`src/rtl/icode_pkg.sv`:
```
package icode_pkg;

    localparam int CODE_W  = 5;
    localparam int NUM_ERR = 6;

    typedef enum logic [1:0] {
        MODE_LEGACY   = 2'd0,
        MODE_GROUPED  = 2'd1,
        MODE_FIFO     = 2'd2,
        MODE_FIFO_ALT = 2'd3
    } icode_mode_e;

    typedef enum logic {
        IRQ_IDLE   = 1'b0,
        IRQ_ACTIVE = 1'b1
    } irq_state_e;

    localparam logic [CODE_W-1:0] EXT_NONE    = 5'd0;
    localparam logic [CODE_W-1:0] EXT_ERR     = 5'd1;
    localparam logic [CODE_W-1:0] EXT_TX      = 5'd2;
    localparam logic [CODE_W-1:0] EXT_RX      = 5'd3;
    localparam logic [CODE_W-1:0] EXT_WAKE    = 5'd4;
    localparam logic [CODE_W-1:0] EXT_FIFO_RX = 5'd16;

endpackage

```
`src/rtl/icode_flags.sv`:
```
module icode_flags #(
    parameter int W = 1
) (
    input  logic         clk,
    input  logic         rst_n,
    input  logic [W-1:0] set_i,
    input  logic [W-1:0] clr_i,
    output logic [W-1:0] flag_o
);

    for (genvar b = 0; b < W; b++) begin : g_bit
        logic flag_q;

        always_ff @(posedge clk) begin
            if (!rst_n) begin
                flag_q <= 1'b0;
            end else if (set_i[b]) begin
                flag_q <= 1'b1;
            end else if (clr_i[b]) begin
                flag_q <= 1'b0;
            end
        end

        assign flag_o[b] = flag_q;

        AST_SET_WINS: assert property (@(posedge clk) disable iff (!rst_n)
            set_i[b] |=> flag_o[b]);
        AST_CLR_TAKES: assert property (@(posedge clk) disable iff (!rst_n)
            (clr_i[b] && !set_i[b]) |=> !flag_o[b]);
        AST_FLAG_HOLD: assert property (@(posedge clk) disable iff (!rst_n)
            (!clr_i[b] && !set_i[b]) |=> (flag_o[b] == $past(flag_o[b])));
    end

endmodule

```
`src/rtl/icode_prio.sv`:
```
module icode_prio
    import icode_pkg::*;
#(
    parameter int NTX   = 3,
    parameter int NRX   = 2,
    parameter int LEG_W = 3
) (
    input  icode_mode_e        mode_i,
    input  logic [NTX-1:0]     tx_flag_i,
    input  logic [NRX-1:0]     rx_flag_i,
    input  logic               wake_flag_i,
    input  logic               err_flag_i,
    input  logic [NTX-1:0]     tx_en_i,
    input  logic [NRX-1:0]     rx_en_i,
    input  logic               tx_grp_en_i,
    input  logic               rx_grp_en_i,
    input  logic               wake_en_i,
    input  logic               err_en_i,
    output logic [CODE_W-1:0]  code_o,
    output logic               pend_o
);

    localparam int NS = NTX + NRX + 2;

    logic [NS-1:0]    leg_vec;
    logic [LEG_W-1:0] leg_code;
    logic             err_hit;
    logic             wake_hit;
    logic             tx_any;
    logic             rx_any;
    logic [CODE_W-1:0] ext_rx_code;

    assign err_hit  = err_flag_i  & err_en_i;
    assign wake_hit = wake_flag_i & wake_en_i;
    assign tx_any   = tx_grp_en_i & (|tx_flag_i);
    assign rx_any   = rx_grp_en_i & (|rx_flag_i);

    // Legacy ordering: slot 0 error, then transmit high to low, receive high to low, wake last
    always_comb begin
        leg_vec          = '0;
        leg_vec[0]       = err_hit;
        leg_vec[NS-1]    = wake_hit;
        for (int t = 0; t < NTX; t++) begin
            leg_vec[1 + (NTX - 1 - t)] = tx_flag_i[t] & tx_en_i[t];
        end
        for (int r = 0; r < NRX; r++) begin
            leg_vec[1 + NTX + (NRX - 1 - r)] = rx_flag_i[r] & rx_en_i[r];
        end
    end

    always_comb begin
        leg_code = '0;
        for (int i = NS - 1; i >= 0; i--) begin
            if (leg_vec[i]) begin
                leg_code = LEG_W'(i + 1);
            end
        end
    end

    always_comb begin
        ext_rx_code = (mode_i == MODE_GROUPED) ? EXT_RX : EXT_FIFO_RX;
        code_o      = EXT_NONE;
        pend_o      = 1'b0;
        unique case (mode_i)
            MODE_LEGACY: begin
                code_o = CODE_W'(leg_code);
                pend_o = |leg_vec;
            end
            MODE_GROUPED, MODE_FIFO, MODE_FIFO_ALT: begin
                pend_o = err_hit | tx_any | rx_any | wake_hit;
                if (err_hit) begin
                    code_o = EXT_ERR;
                end else if (tx_any) begin
                    code_o = EXT_TX;
                end else if (rx_any) begin
                    code_o = ext_rx_code;
                end else if (wake_hit) begin
                    code_o = EXT_WAKE;
                end
            end
        endcase
    end

endmodule

```
`src/rtl/icode_encoder.sv`:
```
module icode_encoder
    import icode_pkg::*;
#(
    parameter int NTX = 3,
    parameter int NRX = 2
) (
    input  logic               clk,
    input  logic               rst_n,
    input  logic [1:0]         mode_i,
    input  logic [NTX-1:0]     tx_set_i,
    input  logic [NTX-1:0]     tx_clr_i,
    input  logic [NRX-1:0]     rx_set_i,
    input  logic [NRX-1:0]     rx_clr_i,
    input  logic               wake_set_i,
    input  logic               wake_clr_i,
    input  logic [NUM_ERR-1:0] err_set_i,
    input  logic               err_clr_i,
    input  logic [NUM_ERR-1:0] cause_clr_i,
    input  logic [NTX-1:0]     tx_en_i,
    input  logic [NRX-1:0]     rx_en_i,
    input  logic               tx_grp_en_i,
    input  logic               rx_grp_en_i,
    input  logic               wake_en_i,
    input  logic               err_en_i,
    output logic [NUM_ERR-1:0] err_cause_o,
    output logic [CODE_W-1:0]  code_o,
    output logic               irq_o
);

    localparam int LEG_W = $clog2(NTX + NRX + 3);

    icode_mode_e    mode_e;
    logic [NTX-1:0] tx_flag;
    logic [NRX-1:0] rx_flag;
    logic           wake_flag;
    logic           err_flag;
    logic           pend;
    irq_state_e     state_q;
    irq_state_e     state_d;

    assign mode_e = icode_mode_e'(mode_i);

    icode_flags #(.W(NTX)) u_tx_flags (
        .clk(clk), .rst_n(rst_n), .set_i(tx_set_i), .clr_i(tx_clr_i), .flag_o(tx_flag)
    );

    icode_flags #(.W(NRX)) u_rx_flags (
        .clk(clk), .rst_n(rst_n), .set_i(rx_set_i), .clr_i(rx_clr_i), .flag_o(rx_flag)
    );

    icode_flags #(.W(1)) u_wake_flag (
        .clk(clk), .rst_n(rst_n), .set_i(wake_set_i), .clr_i(wake_clr_i), .flag_o(wake_flag)
    );

    icode_flags #(.W(1)) u_err_flag (
        .clk(clk), .rst_n(rst_n), .set_i(|err_set_i), .clr_i(err_clr_i), .flag_o(err_flag)
    );

    icode_flags #(.W(NUM_ERR)) u_cause (
        .clk(clk), .rst_n(rst_n), .set_i(err_set_i), .clr_i(cause_clr_i), .flag_o(err_cause_o)
    );

    icode_prio #(.NTX(NTX), .NRX(NRX), .LEG_W(LEG_W)) u_prio (
        .mode_i      (mode_e),
        .tx_flag_i   (tx_flag),
        .rx_flag_i   (rx_flag),
        .wake_flag_i (wake_flag),
        .err_flag_i  (err_flag),
        .tx_en_i     (tx_en_i),
        .rx_en_i     (rx_en_i),
        .tx_grp_en_i (tx_grp_en_i),
        .rx_grp_en_i (rx_grp_en_i),
        .wake_en_i   (wake_en_i),
        .err_en_i    (err_en_i),
        .code_o      (code_o),
        .pend_o      (pend)
    );

    // Request state register
    always_ff @(posedge clk) begin
        if (!rst_n) begin
            state_q <= IRQ_IDLE;
        end else begin
            state_q <= state_d;
        end
    end

    // Transitions: RAISE, DROP, HOLD
    always_comb begin
        state_d = state_q;
        unique case (state_q)
            IRQ_IDLE:   state_d = pend ? IRQ_ACTIVE : IRQ_IDLE;
            IRQ_ACTIVE: state_d = pend ? IRQ_ACTIVE : IRQ_IDLE;
        endcase
    end

    // Outputs
    always_comb begin
        irq_o = (state_q == IRQ_ACTIVE);
    end

    AST_IRQ_RAISE: assert property (@(posedge clk) disable iff (!rst_n)
        (code_o != EXT_NONE) |=> irq_o);
    AST_IRQ_DROP: assert property (@(posedge clk) disable iff (!rst_n)
        (code_o == EXT_NONE) |=> !irq_o);
    AST_ERR_FIRST: assert property (@(posedge clk) disable iff (!rst_n)
        (err_en_i && (|err_set_i)) |=> (!err_en_i || code_o == EXT_ERR));
    AST_LEGACY_RANGE: assert property (@(posedge clk) disable iff (!rst_n)
        (mode_e == MODE_LEGACY) |-> ((code_o >> LEG_W) == '0));
    AST_FIFO_CODES: assert property (@(posedge clk) disable iff (!rst_n)
        (mode_e == MODE_FIFO || mode_e == MODE_FIFO_ALT) |->
        (code_o == EXT_NONE || code_o == EXT_ERR || code_o == EXT_TX ||
         code_o == EXT_WAKE || code_o == EXT_FIFO_RX));

endmodule

```
`config.mk`:
```
export PLATFORM = sky130hd
export DESIGN_NAME = icode_encoder
export DESIGN_NICKNAME = d
export VERILOG_FILES = /design/src/rtl/icode_pkg.sv /design/src/rtl/icode_flags.sv /design/src/rtl/icode_prio.sv /design/src/rtl/icode_encoder.sv
export SDC_FILE = /design/constraint.sdc
export NUM_CORES = 1
export LEC_CHECK = 0
export ABC_AREA = 0
export BUFFER_PORTS_ARGS = -buffer_cell sky130_fd_sc_hd__buf_2
export CAP_MARGIN = 20
export CORE_MARGIN = 2
export CORE_UTILIZATION = 39
export CTS_CLUSTER_SIZE = 25
export DETAILED_ROUTE_END_ITERATION = 8
export PLACE_DENSITY = 0.76
export SLEW_MARGIN = 20
export SYNTH_ARGS = -nofsm -noshare
export SYNTH_HDL_FRONTEND = slang
export SYNTH_HIERARCHICAL = 1
export SYNTH_SLANG_ARGS = --single-unit
```
`constraint.sdc`:
```
create_clock -name clk -period 1.43 [get_ports clk]
set_input_delay 0.143 -clock clk [delete_from_list [all_inputs] [get_ports clk]]
set_output_delay 0.143 -clock clk [all_outputs]
set_load 0.05 [all_outputs]
```
==> flow_summary.json, run 1 <==
{
  "status": "complete, but fails checks",
  "violations": "negative setup slack",
  "cts_tree": "built",
  "power_switching_w": 0.000336,
  "die_h_um": 51.4,
  "io_pins": 50,
  "ys_seq_area_frac": 0.320,
  "fp.dieW_um": 51.4,
  "muxShareOfSynthArea": 0,
  "clock-sinks": 14,
  "drtIter0Drc": 16,
  "ys_warn_count": 6,
  "synthXorXnorAreaFrac": 0,
  "synthAdderAreaFrac": 0,
  "hold_path.class": "primary input to flop",
  "cp_slowest_cell": "or4_4",
  "p_clk_frac": 0.256,
  "synth.distinct_cells": 29,
  "drv_cap": 0,
  "power.density_mw_per_mm2": 844,
  "firstDrtPassIters": 4,
  "viasPerCell": 4.98,
  "grt_setup_unrepaired": "yes",
  "fin_crit_ps": 1850,
  "final_common_cell": "buf_2",
  "cp_max_fo": 2,
  "gp_congestion": 0.773,
  "dpl_cell_area_mm2": 0.00116,
  "worst_clock_skew_ps": 1.71,
  "pwr-share-comb": 0.343,
  "ir_worst_vdd_mv": 0.677,
  "avgRoutedWirePerCell_um": 12.8,
  "ys.flop_type": "dfxtp_1",
  "clk_path_buf_depth": 2,
  "antenna_found_initial": 0,
  "synth_edf_count": 0,
  "startpoint_type": "flop",
  "worstPathArrival_ps": 1700,
  "fin_ws_ps": -417,
  "diodes": 0,
  "dieArea_mm2": 0.00264,
  "fin_area_mm2": 0.00128,
  "cts_buffers": 3,
  "grt_pass1_vias": 801,
  "synth_top_family_by_area": "simple AND/OR/NAND/NOR gates",
  "setup_viol": 5,
  "syn-instance-count": 87,
  "cts-root-buf": "clkbuf_4",
  "dr_total_vias": 836,
  "grt_start_max_net_pins": 15,
  "mostFrequentLayoutCells": "44 x buf_2, 14 x o21a_1, 13 x nor2b_4, 12 x dfxtp_1, 12 x buf_4",
  "netlist_area_um2": 875,
  "rows": 17,
  "fin_nets": 179,
  "dpl.hpwl_um": 1640,
  "slowest_delay_ps": 500,
  "post-route-period-util": 1.29,
  "grt-ovfl-total": 0,
  "switching_share": 0.310,
  "antenna_left": 0,
  "areaGrowthSynthToFinish_pct": 46.4,
  "final_hold_viol_count": 0,
  "fmax_mhz": 542,
  "io_buffers": 48,
  "leakagePower_nw": 0.605,
  "cp-end-kind": "output port",
  "drv_slew": 0,
  "drive_above_1_share": 0.650,
  "drc": 0,
  "syn_area_per_cell_um2": 10.1,
  "clkTransAtPathRegs_ps": 80,
  "post-place-ws_ps": -200,
  "track_usage": 0.159,
  "initial_utilization": 0.403,
  "clock_latency_ps": 270,
  "path_class": "flop to output port",
  "grt_pass1_wl_um": 3190,
  "synthSimpleGateAreaFrac": 0.302,
  "core_mm2": 0.00217,
  "synth_nets": 125,
  "seq_power_share": 0.400,
  "yosys_register_bits": 14,
  "synth_compound_area_frac": 0.266,
  "worstPathRequired_ps": 1290,
  "async_reset_ff_frac": 0,
  "wl_um": 2150,
  "path_cells": "o31a_1 > or4_4 > a21boi_4 > buf_6",
  "p_int_w": 0.000745,
  "cts.htree.levels": 1
}
-- cell type report --
class,count,area (um2)
clock buffers,4,36.3
fillers,199,890
inverters,1,3.75
multi-input cells,60,552
flip-flops and latches,14,283
well taps,28,35.0
repair buffers,61,370
-- power groups by stage --
stage / logic [W] / clock network, W / registers [W]
2_1_floorplan: 0.000219 / 0 / 0.000446
3_3_place_gp: 0.000325 / 0 / 0.000439
3_5_place_dp: 0.000332 / 0 / 0.000441
4_1_cts: 0.000355 / 0.000290 / 0.000432
5_1_grt: 0.000393 / 0.000307 / 0.000436
6_report: 0.000371 / 0.000277 / 0.000433
-- metrics by stage --
stage / total power, W / TNS, ps / std cells / util / hold WS, ps
floorplan: 0.000665 / -505 / 87 / - / 260
global placement: 0.000764 / -459 / 162 / 0.537 / 353
detailed placement: 0.000773 / -474 / 162 / 0.537 / 353
CTS: 0.00108 / -1230 / 166 / 0.573 / 59.0
global route: 0.00114 / -1560 / 168 / 0.590 / 64.1
finish: 0.00108 / -1260 / 168 / 0.590 / 69.0
-- registers in the layout, indices dropped and copies added, names as in the netlist --
register / cells
u_tx_flags/g_bit.flag_q: 3
u_cause/g_bit.flag_q: 6
u_wake_flag/flag_o: 1
u_rx_flags/g_bit.flag_q: 2
irq_o: 1
u_err_flag/flag_o: 1
-- worst max-delay path: cells and delay by family (launching register included) --
family | cells | cell delay, ps
simple gates | 1 | 500
flops | 1 | 320
buf+inv | 1 | 170
compound gates | 2 | 450
-- routing by layer --
layer	track usage	up-vias	routed length, um
met2	0.299	57	1130
li1	-	408	-
met3	0.0409	2	234
met5	0	-	0
met1	0.172	369	781
met4	0.0526	0	6
-- cell usage after synthesis (2+ instances only) --
master | n | area [um2]
and2_1 | 3 | 18.8
buf_4 | 12 | 90.1
dfxtp_1 | 14 | 280
nand2_1 | 6 | 22.5
nor2_1 | 2 | 7.51
nor2b_4 | 13 | 179
nor3_1 | 2 | 10.0
o21a_1 | 14 | 105
-- logic make-up after synthesis --
| logic type | count (synthesis) |
|---|---|
| simple gates | 30 |
| flops | 14 |
| buf+inv | 13 |
| other cells | 1 |
| compound gates | 29 |
-- worst paths after layout --
| path | startpoint | to | slack, ps | depth (start not counted) |
|---|---|---|---|---|
| hold / removal | wake_set_i | u_wake_flag/flag_o | 70 | 2 |
| hold reg to reg | u_cause/g_bit[5].flag_q | u_cause/g_bit[5].flag_q | 570 | 2 |
| setup reg to reg | u_rx_flags/g_bit[0].flag_q | irq_o | -40 | 6 |
| setup / recovery | u_tx_flags/g_bit[1].flag_q | code_o[2] | -420 | 4 |
-- repair_timing --
action,CTS,global route
gates resized for setup,13,5
setup endpoints to repair,5,5
hold endpoints to repair,0,0
pin swaps,1,1
setup buffers,0,2
hold buffers,0,0
(Power assumes the default switching activity.)
==> run 2, diff against run 1 <==
CORE_UTILIZATION = 40   (was 39)
PLACE_DENSITY = 0.75   (was 0.76)
clock period = 1.9 ns   (was 1.43 ns; I/O delays follow)
==> run 2 against run 1 <==
- the flow still finishes with violations (negative setup slack)
- hold slack improved by 55 ps
- setup slack improved by 410 ps
- clock skew barely moved
- global-route usage fell by 1.6 points
- first-iteration DRC count fell by 44%
- via count fell by 8.0%
- sequential share of layout area is 2.9 points higher
- largest cell class unchanged
- highest routed layer unchanged
==> flow_summary.json, run 2 (synthesized netlist as in run 1, its figures left out) <==
{
  "status": "complete, but fails checks",
  "dieArea_mm2": 0.00258,
  "fmax_mhz": 526,
  "grt_start_max_net_pins": 15,
  "fp.dieW_um": 50.8,
  "track_usage": 0.143,
  "reg_top3": "u_cause/g_bit.flag_q: 6 flops, u_tx_flags/g_bit.flag_q: 3 flops, u_rx_flags/g_bit.flag_q: 2 flops",
  "violations": "negative setup slack",
  "dpl.hpwl_um": 1520,
  "clock_latency_ps": 270,
  "rows": 16,
  "cts_tree": "built",
  "final_hold_viol_count": 0,
  "hold_buffers": 0,
  "ir_worst_vdd_mv": 0.458,
  "fin_nets": 169,
  "startpoint_type": "flop",
  "cp-end-kind": "output port",
  "drive_above_1_share": 0.566,
  "cts-root-buf": "clkbuf_4",
  "final_common_cell": "buf_2",
  "wl_um": 1810,
  "dr_total_vias": 769,
  "cts_buffers": 3,
  "finish.utilization": 0.558,
  "io_buffers": 48,
  "clkTransAtPathRegs_ps": 80,
  "grt-ovfl-total": 0,
  "path_cells": "o31a_1 > or4_1 > a21boi_2 > buf_6",
  "leakagePower_nw": 0.531,
  "fin_ws_ps": -2.63,
  "drv_cap": 0,
  "fin_crit_ps": 1900,
  "core_mm2": 0.00202,
  "antenna_left": 0,
  "avgRoutedWirePerCell_um": 11.6,
  "cp_max_fo": 2,
  "antenna_found_initial": 0,
  "post-route-period-util": 1.00,
  "grt_pass1_wl_um": 2830,
  "clock-sinks": 14,
  "slowest_delay_ps": 490,
  "grt_pass1_vias": 705,
  "hold_ws_ps": 124,
  "cp_slowest_cell": "or4_1",
  "nFillCells": 194,
  "viasPerCell": 4.93,
  "diodes": 0,
  "firstDrtPassIters": 4,
  "drv_slew": 0,
  "io_pins": 50,
  "drtIter0Drc": 9,
  "hold_path.class": "primary input to flop",
  "path_class": "flop to output port",
  "regMostFlops": "u_cause/g_bit.flag_q",
  "cts.htree.levels": 1,
  "path_buf_inv": 1,
  "mostFrequentLayoutCells": "45 x buf_2, 14 x o21a_1, 13 x dfxtp_1, 13 x nor2b_4, 6 x nand2_1",
  "grt_setup_unrepaired": "yes",
  "drc": 0,
  "power.density_mw_per_mm2": 641,
  "worstPathArrival_ps": 1710,
  "worstPathRequired_ps": 1710,
  "largest_register_ff_count": 6,
  "worst_clock_skew_ps": 2.09,
  "initial_utilization": 0.433,
  "areaGrowthSynthToFinish_pct": 29.0,
  "path_delay_family": "simple AND/OR/NAND/NOR gates",
  "clk_path_buf_depth": 2,
  "gp_congestion": 0.795,
  "die_h_um": 50.8,
  "setup_viol": 1
}
[run 2: changes by cell type in the layout (fill, tap and decap cells not counted), sizes merged]
cell,before,now
buf,61,51
clkbuf,4,3
[run 2: final timing paths]
check	startpoint	to	slack [ps]	cells after the start
min	rx_set_i[1]	u_rx_flags/g_bit[1].flag_q	120	2
min reg2reg	u_cause/g_bit[1].flag_q	u_cause/g_bit[1].flag_q	580	2
max reg2reg	u_tx_flags/g_bit[2].flag_q	irq_o	510	5
max	u_tx_flags/g_bit[2].flag_q	code_o[2]	-3	4
[run 2: cell type report]
class,count,area (um2),area share
clock buffer,3,22.5,0.0200
sequential,14,282,0.249
multi-input combinational,60,509,0.451
timing repair buffer,51,278,0.246
inverter,1,3.75,0.00333
tap,27,33.8,0.0299
[run 2: stage by stage]
| step | power, W | TNS, ps | instances | cell area (um2) | setup slack, ps |
|---|---|---|---|---|---|
| finish | 0.000723 | -2.63 | 156 | 1130 | -2.63 |
| global placement | 0.000555 | 0 | 152 | 1080 | 175 |
| CTS | 0.000732 | -12.7 | 156 | 1120 | -12.7 |
| detailed placement | 0.000561 | 0 | 152 | 1080 | 150 |
| global route | 0.000760 | -86.9 | 156 | 1130 | -46.3 |
| floorplan | 0.000496 | -62.0 | 87 | 883 | -62.0 |
[run 2: report_power, final]
| group | total [W] | internal [W] | switching, W |
|---|---|---|---|
| Combinational | 0.000237 | 0.000105 | 0.000132 |
| Sequential | 0.000326 | 0.000314 | 0.0000128 |
| Clock | 0.000160 | 0.0000733 | 0.0000868 |
[run 2: routing by layer]
metal / wire [um] / GRT usage / vias up
li1: - / - / 389
met1: 738 / 0.162 / 344
met2: 917 / 0.252 / 34
met3: 151 / 0.0327 / 2
met4: 5 / 0.0676 / 0
met5: 0 / 0 / -
[run 2: timing repair]
item | in CTS | in global routing
endpoints found under the setup margin | 3 | 3
buffers inserted | 1 | 0
gates resized for setup | 6 | 2
pin swaps | 2 | 0
